<file path="config.mk">
export PLATFORM = sky130hd
export DESIGN_NAME = alu8_flags
export DESIGN_NICKNAME = d
export VERILOG_FILES = /design/src/rtl/alu8_pkg.sv /design/src/rtl/alu8_addsub.sv /design/src/rtl/alu8_logic.sv /design/src/rtl/alu8_flagop.sv /design/src/rtl/alu8_flags.sv
export SDC_FILE = /design/constraint.sdc
export NUM_CORES = 1
export LEC_CHECK = 0
export ABC_AREA = 1
export BUFFER_PORTS_ARGS = -buffer_cell sky130_fd_sc_hd__buf_4
export CAP_MARGIN = 20
export CORE_ASPECT_RATIO = 0.75
export CORE_UTILIZATION = 55
export CTS_BUF_LIST = sky130_fd_sc_hd__clkbuf_4 sky130_fd_sc_hd__clkbuf_8
export DETAILED_ROUTE_END_ITERATION = 16
export PLACE_DENSITY = 0.8
export SLEW_MARGIN = 20
export SYNTH_ARGS = -nofsm -noshare
export SYNTH_HDL_FRONTEND = slang
export SYNTH_SLANG_ARGS = --single-unit
</file>
<file path="constraint.sdc">
create_clock -name clk -period 6.8 [get_ports clk]
set_clock_uncertainty 0.2 [all_clocks]
set_input_delay 0.68 -clock clk [delete_from_list [all_inputs] [get_ports clk]]
set_output_delay 0.68 -clock clk [all_outputs]
set_load 0.1 [all_outputs]
</file>
<file path="src/rtl/alu8_pkg.sv">
package alu8_pkg;
  localparam int SR_W   = 8;
  localparam int IDX_W  = $clog2(SR_W);
  localparam int OP_W   = 5;
  localparam int SR_C = 0, SR_Z = 1, SR_N = 2, SR_V = 3;
  localparam int SR_S = 4, SR_H = 5, SR_T = 6, SR_I = 7;

  typedef enum logic [OP_W-1:0] {
    OP_ADD, OP_ADC, OP_SUB, OP_SBC, OP_NEG,
    OP_AND, OP_OR, OP_XOR, OP_COM, OP_INC, OP_DEC,
    OP_LSL, OP_LSR, OP_ASR, OP_ROL, OP_ROR,
    OP_SWAP, OP_SER, OP_FSET, OP_FCLR
  } op_e;

  typedef struct packed {
    logic [SR_W-1:0] mask;
    logic [SR_W-1:0] val;
  } fupd_t;
endpackage

</file>
<file path="src/rtl/alu8_addsub.sv">
module alu8_addsub
  import alu8_pkg::*;
#(
  parameter int DATA_W = 8
) (
  input  op_e               op,
  input  logic [DATA_W-1:0] a,
  input  logic [DATA_W-1:0] b,
  input  logic              cin,
  input  logic              zin,
  output logic [DATA_W-1:0] res,
  output fupd_t             upd
);
  localparam int NIB = DATA_W / 2;
  localparam int MSB = DATA_W - 1;

  logic              sub, cy, v, n, z;
  logic [DATA_W-1:0] x, y;
  logic [DATA_W:0]   full;
  logic [NIB:0]      half;

  always_comb begin
    sub = (op == OP_SUB) || (op == OP_SBC) || (op == OP_NEG);
    x   = (op == OP_NEG) ? '0 : a;
    y   = (op == OP_NEG) ? a : b;
    cy  = ((op == OP_ADC) || (op == OP_SBC)) ? cin : 1'b0;
    if (sub) begin
      full = {1'b0, x} - {1'b0, y} - {{DATA_W{1'b0}}, cy};
      half = {1'b0, x[NIB-1:0]} - {1'b0, y[NIB-1:0]} - {{NIB{1'b0}}, cy};
    end else begin
      full = {1'b0, x} + {1'b0, y} + {{DATA_W{1'b0}}, cy};
      half = {1'b0, x[NIB-1:0]} + {1'b0, y[NIB-1:0]} + {{NIB{1'b0}}, cy};
    end
    res = full[MSB:0];
    n   = res[MSB];
    v   = sub ? ((x[MSB] != y[MSB]) && (res[MSB] != x[MSB]))
              : ((x[MSB] == y[MSB]) && (res[MSB] != x[MSB]));
    z   = (res == '0) && ((op == OP_SBC) ? zin : 1'b1);
    upd.mask = '0;
    upd.val  = '0;
    upd.mask[SR_C] = 1'b1; upd.val[SR_C] = full[DATA_W];
    upd.mask[SR_Z] = 1'b1; upd.val[SR_Z] = z;
    upd.mask[SR_N] = 1'b1; upd.val[SR_N] = n;
    upd.mask[SR_V] = 1'b1; upd.val[SR_V] = v;
    upd.mask[SR_S] = 1'b1; upd.val[SR_S] = n ^ v;
    upd.mask[SR_H] = 1'b1; upd.val[SR_H] = half[NIB];
  end
endmodule

</file>
<file path="src/rtl/alu8_logic.sv">
module alu8_logic
  import alu8_pkg::*;
#(
  parameter int DATA_W = 8
) (
  input  op_e               op,
  input  logic [DATA_W-1:0] a,
  input  logic [DATA_W-1:0] b,
  input  logic              cin,
  output logic [DATA_W-1:0] res,
  output fupd_t             upd
);
  localparam int MSB = DATA_W - 1;
  localparam int NIB = DATA_W / 2;
  localparam logic [DATA_W-1:0] MIN_NEG = {1'b1, {(DATA_W-1){1'b0}}};
  localparam logic [DATA_W-1:0] MAX_POS = {1'b0, {(DATA_W-1){1'b1}}};

  logic c, c_wr, v, shift_v, nzv_wr, n, vf;

  always_comb begin
    res     = a;
    c       = 1'b0;
    c_wr    = 1'b0;
    v       = 1'b0;
    shift_v = 1'b0;
    nzv_wr  = 1'b1;
    case (op)
      OP_AND: res = a & b;
      OP_OR:  res = a | b;
      OP_XOR: res = a ^ b;
      OP_COM: begin res = ~a; c = 1'b1; c_wr = 1'b1; end
      OP_INC: begin res = a + 1'b1; v = (res == MIN_NEG); end
      OP_DEC: begin res = a - 1'b1; v = (res == MAX_POS); end
      OP_LSL: begin res = {a[MSB-1:0], 1'b0}; c = a[MSB]; c_wr = 1'b1; shift_v = 1'b1; end
      OP_LSR: begin res = {1'b0, a[MSB:1]};   c = a[0];   c_wr = 1'b1; shift_v = 1'b1; end
      OP_ASR: begin res = {a[MSB], a[MSB:1]}; c = a[0];   c_wr = 1'b1; shift_v = 1'b1; end
      OP_ROL: begin res = {a[MSB-1:0], cin};  c = a[MSB]; c_wr = 1'b1; shift_v = 1'b1; end
      OP_ROR: begin res = {cin, a[MSB:1]};    c = a[0];   c_wr = 1'b1; shift_v = 1'b1; end
      OP_SWAP: begin res = {a[NIB-1:0], a[MSB:NIB]}; nzv_wr = 1'b0; end
      OP_SER:  begin res = '1; nzv_wr = 1'b0; end
      default: nzv_wr = 1'b0;
    endcase
    n  = res[MSB];
    vf = shift_v ? (n ^ c) : v;
    upd.mask = '0;
    upd.val  = '0;
    upd.mask[SR_C] = c_wr;   upd.val[SR_C] = c;
    upd.mask[SR_Z] = nzv_wr; upd.val[SR_Z] = (res == '0);
    upd.mask[SR_N] = nzv_wr; upd.val[SR_N] = n;
    upd.mask[SR_V] = nzv_wr; upd.val[SR_V] = vf;
    upd.mask[SR_S] = nzv_wr; upd.val[SR_S] = n ^ vf;
  end
endmodule

</file>
<file path="src/rtl/alu8_flagop.sv">
module alu8_flagop
  import alu8_pkg::*;
(
  input  op_e              op,
  input  logic [IDX_W-1:0] idx,
  output fupd_t            upd
);
  logic [SR_W-1:0] onehot;

  always_comb begin
    onehot   = '0;
    onehot[idx] = 1'b1;
    upd.mask = ((op == OP_FSET) || (op == OP_FCLR)) ? onehot : '0;
    upd.val  = (op == OP_FSET) ? onehot : '0;
  end
endmodule

</file>
<file path="src/rtl/alu8_flags.sv">
module alu8_flags
  import alu8_pkg::*;
#(
  parameter int DATA_W = 8
) (
  input  logic              clk,
  input  logic              rst_n,
  input  logic              op_valid,
  input  logic [OP_W-1:0]   op_code,
  input  logic [DATA_W-1:0] opd_a,
  input  logic [DATA_W-1:0] opd_b,
  input  logic [IDX_W-1:0]  flag_idx,
  output logic [DATA_W-1:0] result,
  output logic [SR_W-1:0]   sreg
);
  op_e               op;
  logic [DATA_W-1:0] as_res, lg_res;
  fupd_t             as_upd, lg_upd, fl_upd, sel_upd;
  logic [SR_W-1:0]   sreg_d;
  logic              grp_as, grp_lg;

  assign op = op_e'(op_code);

  alu8_addsub #(.DATA_W(DATA_W)) u_addsub (
    .op(op), .a(opd_a), .b(opd_b), .cin(sreg[SR_C]), .zin(sreg[SR_Z]),
    .res(as_res), .upd(as_upd)
  );

  alu8_logic #(.DATA_W(DATA_W)) u_logic (
    .op(op), .a(opd_a), .b(opd_b), .cin(sreg[SR_C]),
    .res(lg_res), .upd(lg_upd)
  );

  alu8_flagop u_flagop (
    .op(op), .idx(flag_idx), .upd(fl_upd)
  );

  always_comb begin
    grp_as = (op == OP_ADD) || (op == OP_ADC) || (op == OP_SUB) ||
             (op == OP_SBC) || (op == OP_NEG);
    grp_lg = !grp_as && (op != OP_FSET) && (op != OP_FCLR);
    if (grp_as) begin
      result  = as_res;
      sel_upd = as_upd;
    end else if (grp_lg) begin
      result  = lg_res;
      sel_upd = lg_upd;
    end else begin
      result  = opd_a;
      sel_upd = fl_upd;
    end
    sreg_d = (sreg & ~sel_upd.mask) | (sel_upd.val & sel_upd.mask);
  end

  always_ff @(posedge clk or negedge rst_n) begin
    if (!rst_n)        sreg <= '0;
    else if (op_valid) sreg <= sreg_d;
  end
endmodule

</file>
[Yosys cells after proc, flatten, opt, wreduce, memory -nomap -nowiden]
Cells that the tools add are included.
Word-level totals
  bits in registers: 8
  output and inout bits: 16
Cells by class
  add/subtract/negate cells: 10
  magnitude comparators: 2
  equality and inequality tests: 26
  mux-type cells: 22
  bitwise logic cells: 11
  reduce and logical (&&, ||, !) cells: 23
Operator list (count)
  $pmux 8 s13: 1
  $mux 8: 6
  $eq 5x4->1 const B: 8
  $mux 16: 2
  $and 8x8->8: 3
  $eq 5x3->1 const B: 4
  $eq 5x5->1 const B: 4
  $logic_not 8->1: 2
  $not 8->8: 2
  $or 8x8->8: 2
  $reduce_or 11->1: 1
  $eq 5x2->1 const B: 2
  $ne 5x5->1 const B: 2
  $add 8x8->9: 1
  $add 9x1->9: 1
  $mux 9: 1
  $sub 8x8->9: 1
  $sub 9x1->9: 1
  $add 8x1->8 const B: 1
  $eq 8x7->1 const B: 1
  $eq 8x8->1 const B: 1
  $logic_or 1x1->1: 8
  $mux 1: 8
  $sub 8x1->8 const B: 1
  other kinds (22): 30

[Longest topological paths before layout]
  word-level depth: 13
  gate-level depth with buffers: 25

[Modules after synthesis]
Synthesis repeated with hierarchy kept, for this count alone.
Second synthesis, totals
  cell total of the unflattened synthesis: 880
  area total of the unflattened synthesis: 4611.9 µm²
By module, submodules not included
  alu8_logic: times used 1, cells each 366, area each 1808.0 µm²
  alu8_addsub: times used 1, cells each 237, area each 1380.1 µm²
  alu8_flags: times used 1, cells each 236, area each 1251.2 µm²
  alu8_flagop: times used 1, cells each 41, area each 172.7 µm²

[Least setup slack after synthesis]
Ideal clock, no wire load.
  kind: input-to-output
  start point: input op_code[2]
  end point: output result[4]
  arrival: 4205 ps
  data required time: 5920 ps
  slack: 1715 ps
  stages on the path: 18
  cell sequence: buf_2 nand2_2 nor2_4 nand2_4 buf_6 o21ai_0 inv_1 fa_1 inv_1 fa_1 nand3_1 nand2_1 inv_1 nand2_1 nand3_1 nand2_1 inv_1 o22ai_1
Between the ends
  cells in the longest elaborated chain, start to end: 10
  elaborated cells on any way between the ends: 41
RTL lines
  start, declared: RTL line alu8_flags.sv:9  | input logic [OP_W-1:0] op_code,
  branches (longest 9 deep; another with $add 8x8->9)
  $mux 8 *: RTL line alu8_flags.sv:42  | if (grp_as) begin
  end, declared: RTL line alu8_flags.sv:13  | output logic [DATA_W-1:0] result,
Every way passes the cells marked *.

[Worst setup path in the final report]
  start point: input op_code[4]
  end point: output result[7]
The elaborated chain is that of the path after synthesis.

==> flow_summary.ini <==
[detailed_routing]
drt_iter0_markers = 580
wl_met1_mm = 4.922
avgRoutedWirePerCell_um = 15.11
routed_via_density = 5.851
ant_nets = 0
routed-via-count = 4248
maxUsedRoutingLayer = met4
route.met3.wl_mm = 1.302
totalWireLength_mm = 10.97
number_of_optimization_iterations_in_the_first_detailed_route_pass = 5
remaining_drc_errors = 0
detailroute.wirelength.met2_mm = 4.513

[power]
power_density_nw_per_um2 = 141.2
power.total_mw = 0.5321
p_leak_nw = 2.037
max-vdd-ir-drop_v = 0.00009319

[final_layout]
final_area_um2 = 3767
fillers = 604
ff_latch_area_um2 = 200.2
area_of_the_multi_input_gates_um2 = 2758
area.growth.synth_to_final_pct = 10.41
antenna-diode-count = 0
post_layout_nonfiller_instances = 726
finalNetCount = 720
finish.utilization_pct = 64.01
post_route_cells_drive_above_1_share_pct = 12.50

[clocking]
tritoncts.num_buffers = 3
post_cts_buffers = 0
clock-root-buffer = sky130_fd_sc_hd__clkbuf_8
h-tree-depth = 1
hold_buffers = 0
cts-root-to-sink-buffers = 2
clkSinkCount = 8
cts_tree = yes
reg_clk_slew_reported_paths_ns = 0.04
ctsResizeCount = 0
clock_insertion_delay_worst_skew_ns = 0.23

[timing]
hold_slack_ns = 0.05677
slew-limit-headroom_pct = 65.12
layout_worst_path_cycle_share_pct = 68.01
final-setup-viol-count = 0
maxSlewViolCount = 0
post-route-worst-setup-slack_ns = 2.176
grt_setup_unrepaired = false
hold_violations = 0
setup-tns-final_ns = 0
tightest_slew_ns = 0.5231
max_clock_freq_mhz = 216.2
final_critical_period_ns = 4.624

[synthesis]
yosys_register_bits = 8
syn-instance-count = 618
ys_seq_area_share_pct = 5.867
synth_fp_nets = 688
yosys.cell_types.count = 44
synth_area_per_cell_um2 = 5.521
synth.top_cells.by_area = sky130_fd_sc_hd__nand2_1 (19%), sky130_fd_sc_hd__ha_1 (14%), sky130_fd_sc_hd__inv_1 (8.9%)
synth_largest_type_area_fraction_pct = 19.36
synth_area_um2 = 3412
synth_common_cells = sky130_fd_sc_hd__nand2_1 (176), sky130_fd_sc_hd__inv_1 (81), sky130_fd_sc_hd__nor2_1 (71), sky130_fd_sc_hd__nand3_1 (57), sky130_fd_sc_hd__o21ai_0 (41)
async_reset_ff_share_pct = 100.0
synth-warning-count = 0
dominantRegCellSynth = sky130_fd_sc_hd__dfrtp_1
yosys.cell_count.top_type = sky130_fd_sc_hd__nand2_1
count_of_flip_flops_with_a_built_in_enable_after_synthesis = 0
synth_largest_area_cell = sky130_fd_sc_hd__nand2_1

[critical_path]
timing.setup.critical_path_class = primary input to output port
cp_data_arrival_time_ns = 3.74
crit_required_ns = 5.92
endpoint_kind = output port
r2r_cells = 18
timing.critical_path.fanout_max = 24
r2r_setup_slack_ns = 3.86
worstSetupStartpointType = primary input

[die]
core-area_um2 = 5886
dieArea_um2 = 6526
design.portCount = 43
die_height_um = 70.21
die-width_um = 92.95
start_util_pct = 57.97
std_cell_rows = 24

[grt]
grt.total_usage_pct = 34.67
antenna_violations_before_repair = 0
grt_max_degree = 25
grt_pass1_vias = 3891
grt.overflow.total = 0
wire_length_of_the_first_global_routing_pass_mm = 18.26

[place]
post-place-cells = 723
routabilityCongestion = 1.023
pre_cts_ws_ns = 2.217
detailedPlacementHpwl_mm = 8.882
place.port_buffers = 42
post_dp_cell_area_um2 = 3726

[hold_path]
hold_class = primary input to asynchronous set/reset pin

[run_status]
run_status = finished, final reports clean

[run]
max_cap_viol_count = 0
[worst max-delay path, cell delays in order]
cell,delay (ns)
sky130_fd_sc_hd__buf_4,0.15
sky130_fd_sc_hd__inv_4,0.09
sky130_fd_sc_hd__nand2_2,0.06
sky130_fd_sc_hd__nor2_4,0.13
sky130_fd_sc_hd__nand2_4,0.18
sky130_fd_sc_hd__inv_1,0.26
sky130_fd_sc_hd__nor2_1,0.10
sky130_fd_sc_hd__inv_1,0.06
sky130_fd_sc_hd__ha_1,0.24
sky130_fd_sc_hd__inv_1,0.18
sky130_fd_sc_hd__ha_1,0.31
sky130_fd_sc_hd__nand2_1,0.11
sky130_fd_sc_hd__inv_1,0.04
sky130_fd_sc_hd__a21oi_1,0.14
sky130_fd_sc_hd__nand2_1,0.10
sky130_fd_sc_hd__nand2_1,0.09
sky130_fd_sc_hd__nand2_1,0.05
sky130_fd_sc_hd__nand2_1,0.05
sky130_fd_sc_hd__nand3_1,0.08
sky130_fd_sc_hd__nand2_1,0.14
sky130_fd_sc_hd__nand2_1,0.08
sky130_fd_sc_hd__o21ai_0,0.09
sky130_fd_sc_hd__buf_4,0.31
[kinds of logic (layout without fill, tap and decap cells)]
family,Yosys count,in the layout,share of synthesized area [%]
xor gates and xnor gates,6,6,1.540
adders and majority gates,43,43,16.65
AOI/OAI and AO/OA,89,89,14.63
and+or+nand+nor,363,363,48.00
DFF,8,8,5.867
buffers and inverters,109,139,13.31
[path summary, 6_finish.rpt]
path,startpoint,endpoint
worst max register to register,flop,flop
worst max-delay path,op_code[4],result[7]
min in group clk,flop,flop
worst min register to register,flop,flop
max in group asynchronous,rst_n,asynchronous set/reset pin
worst min-delay path,rst_n,asynchronous set/reset pin
[cell type report]
class                   instances  share of cell area, %
multi-input cells             501                  73.20
repair buffers                 42                  8.369
flip-flops and latches          8                  5.314
well taps                      78                  2.591
inverters                      94                  9.432
clock buffers                   3                  1.096
[power breakdown]
| group | leakage, nW | total [mW] | switching, mW | internal (mW) |
|---|---|---|---|---|
| registers | 0.0992 | 0.0635 | 0.00587 | 0.0576 |
| clock network | 0.0216 | 0.0578 | 0.0194 | 0.0384 |
| logic | 1.92 | 0.411 | 0.306 | 0.105 |
[cell usage in the layout (no fill, tap or decap), drive strengths merged]
| cell type | n |
|---|---|
| a22oi | 2 |
| fa | 4 |
| o21bai | 2 |
| a21oi | 20 |
| inv | 88 |
| nor2 | 89 |
| nand2 | 183 |
| nor3 | 12 |
| ha | 39 |
| o22ai | 3 |
| a21boi | 1 |
| nand3 | 59 |
| or2 | 1 |
| clkbuf | 3 |
| o21ai | 47 |
| a221oi | 1 |
| dfrtp | 8 |
| and3 | 1 |
| a21o | 1 |
| a31oi | 5 |
| xor2 | 5 |
| o211ai | 3 |
| xnor2 | 1 |
| a41oi | 2 |
| o2111ai | 1 |
| buf | 42 |
| o31ai | 1 |
| nand3b | 4 |
| clkinv | 6 |
| nand4 | 14 |
[metal layers]
layer / GRT usage (%) / vias to the layer above
li1: - / 2062
met1: 49.97 / 1906
met2: 53.27 / 255
met3: 5.338 / 25
met4: 9.231 / 0
met5: 0 / -
Power figures use the tool's default switching activity.
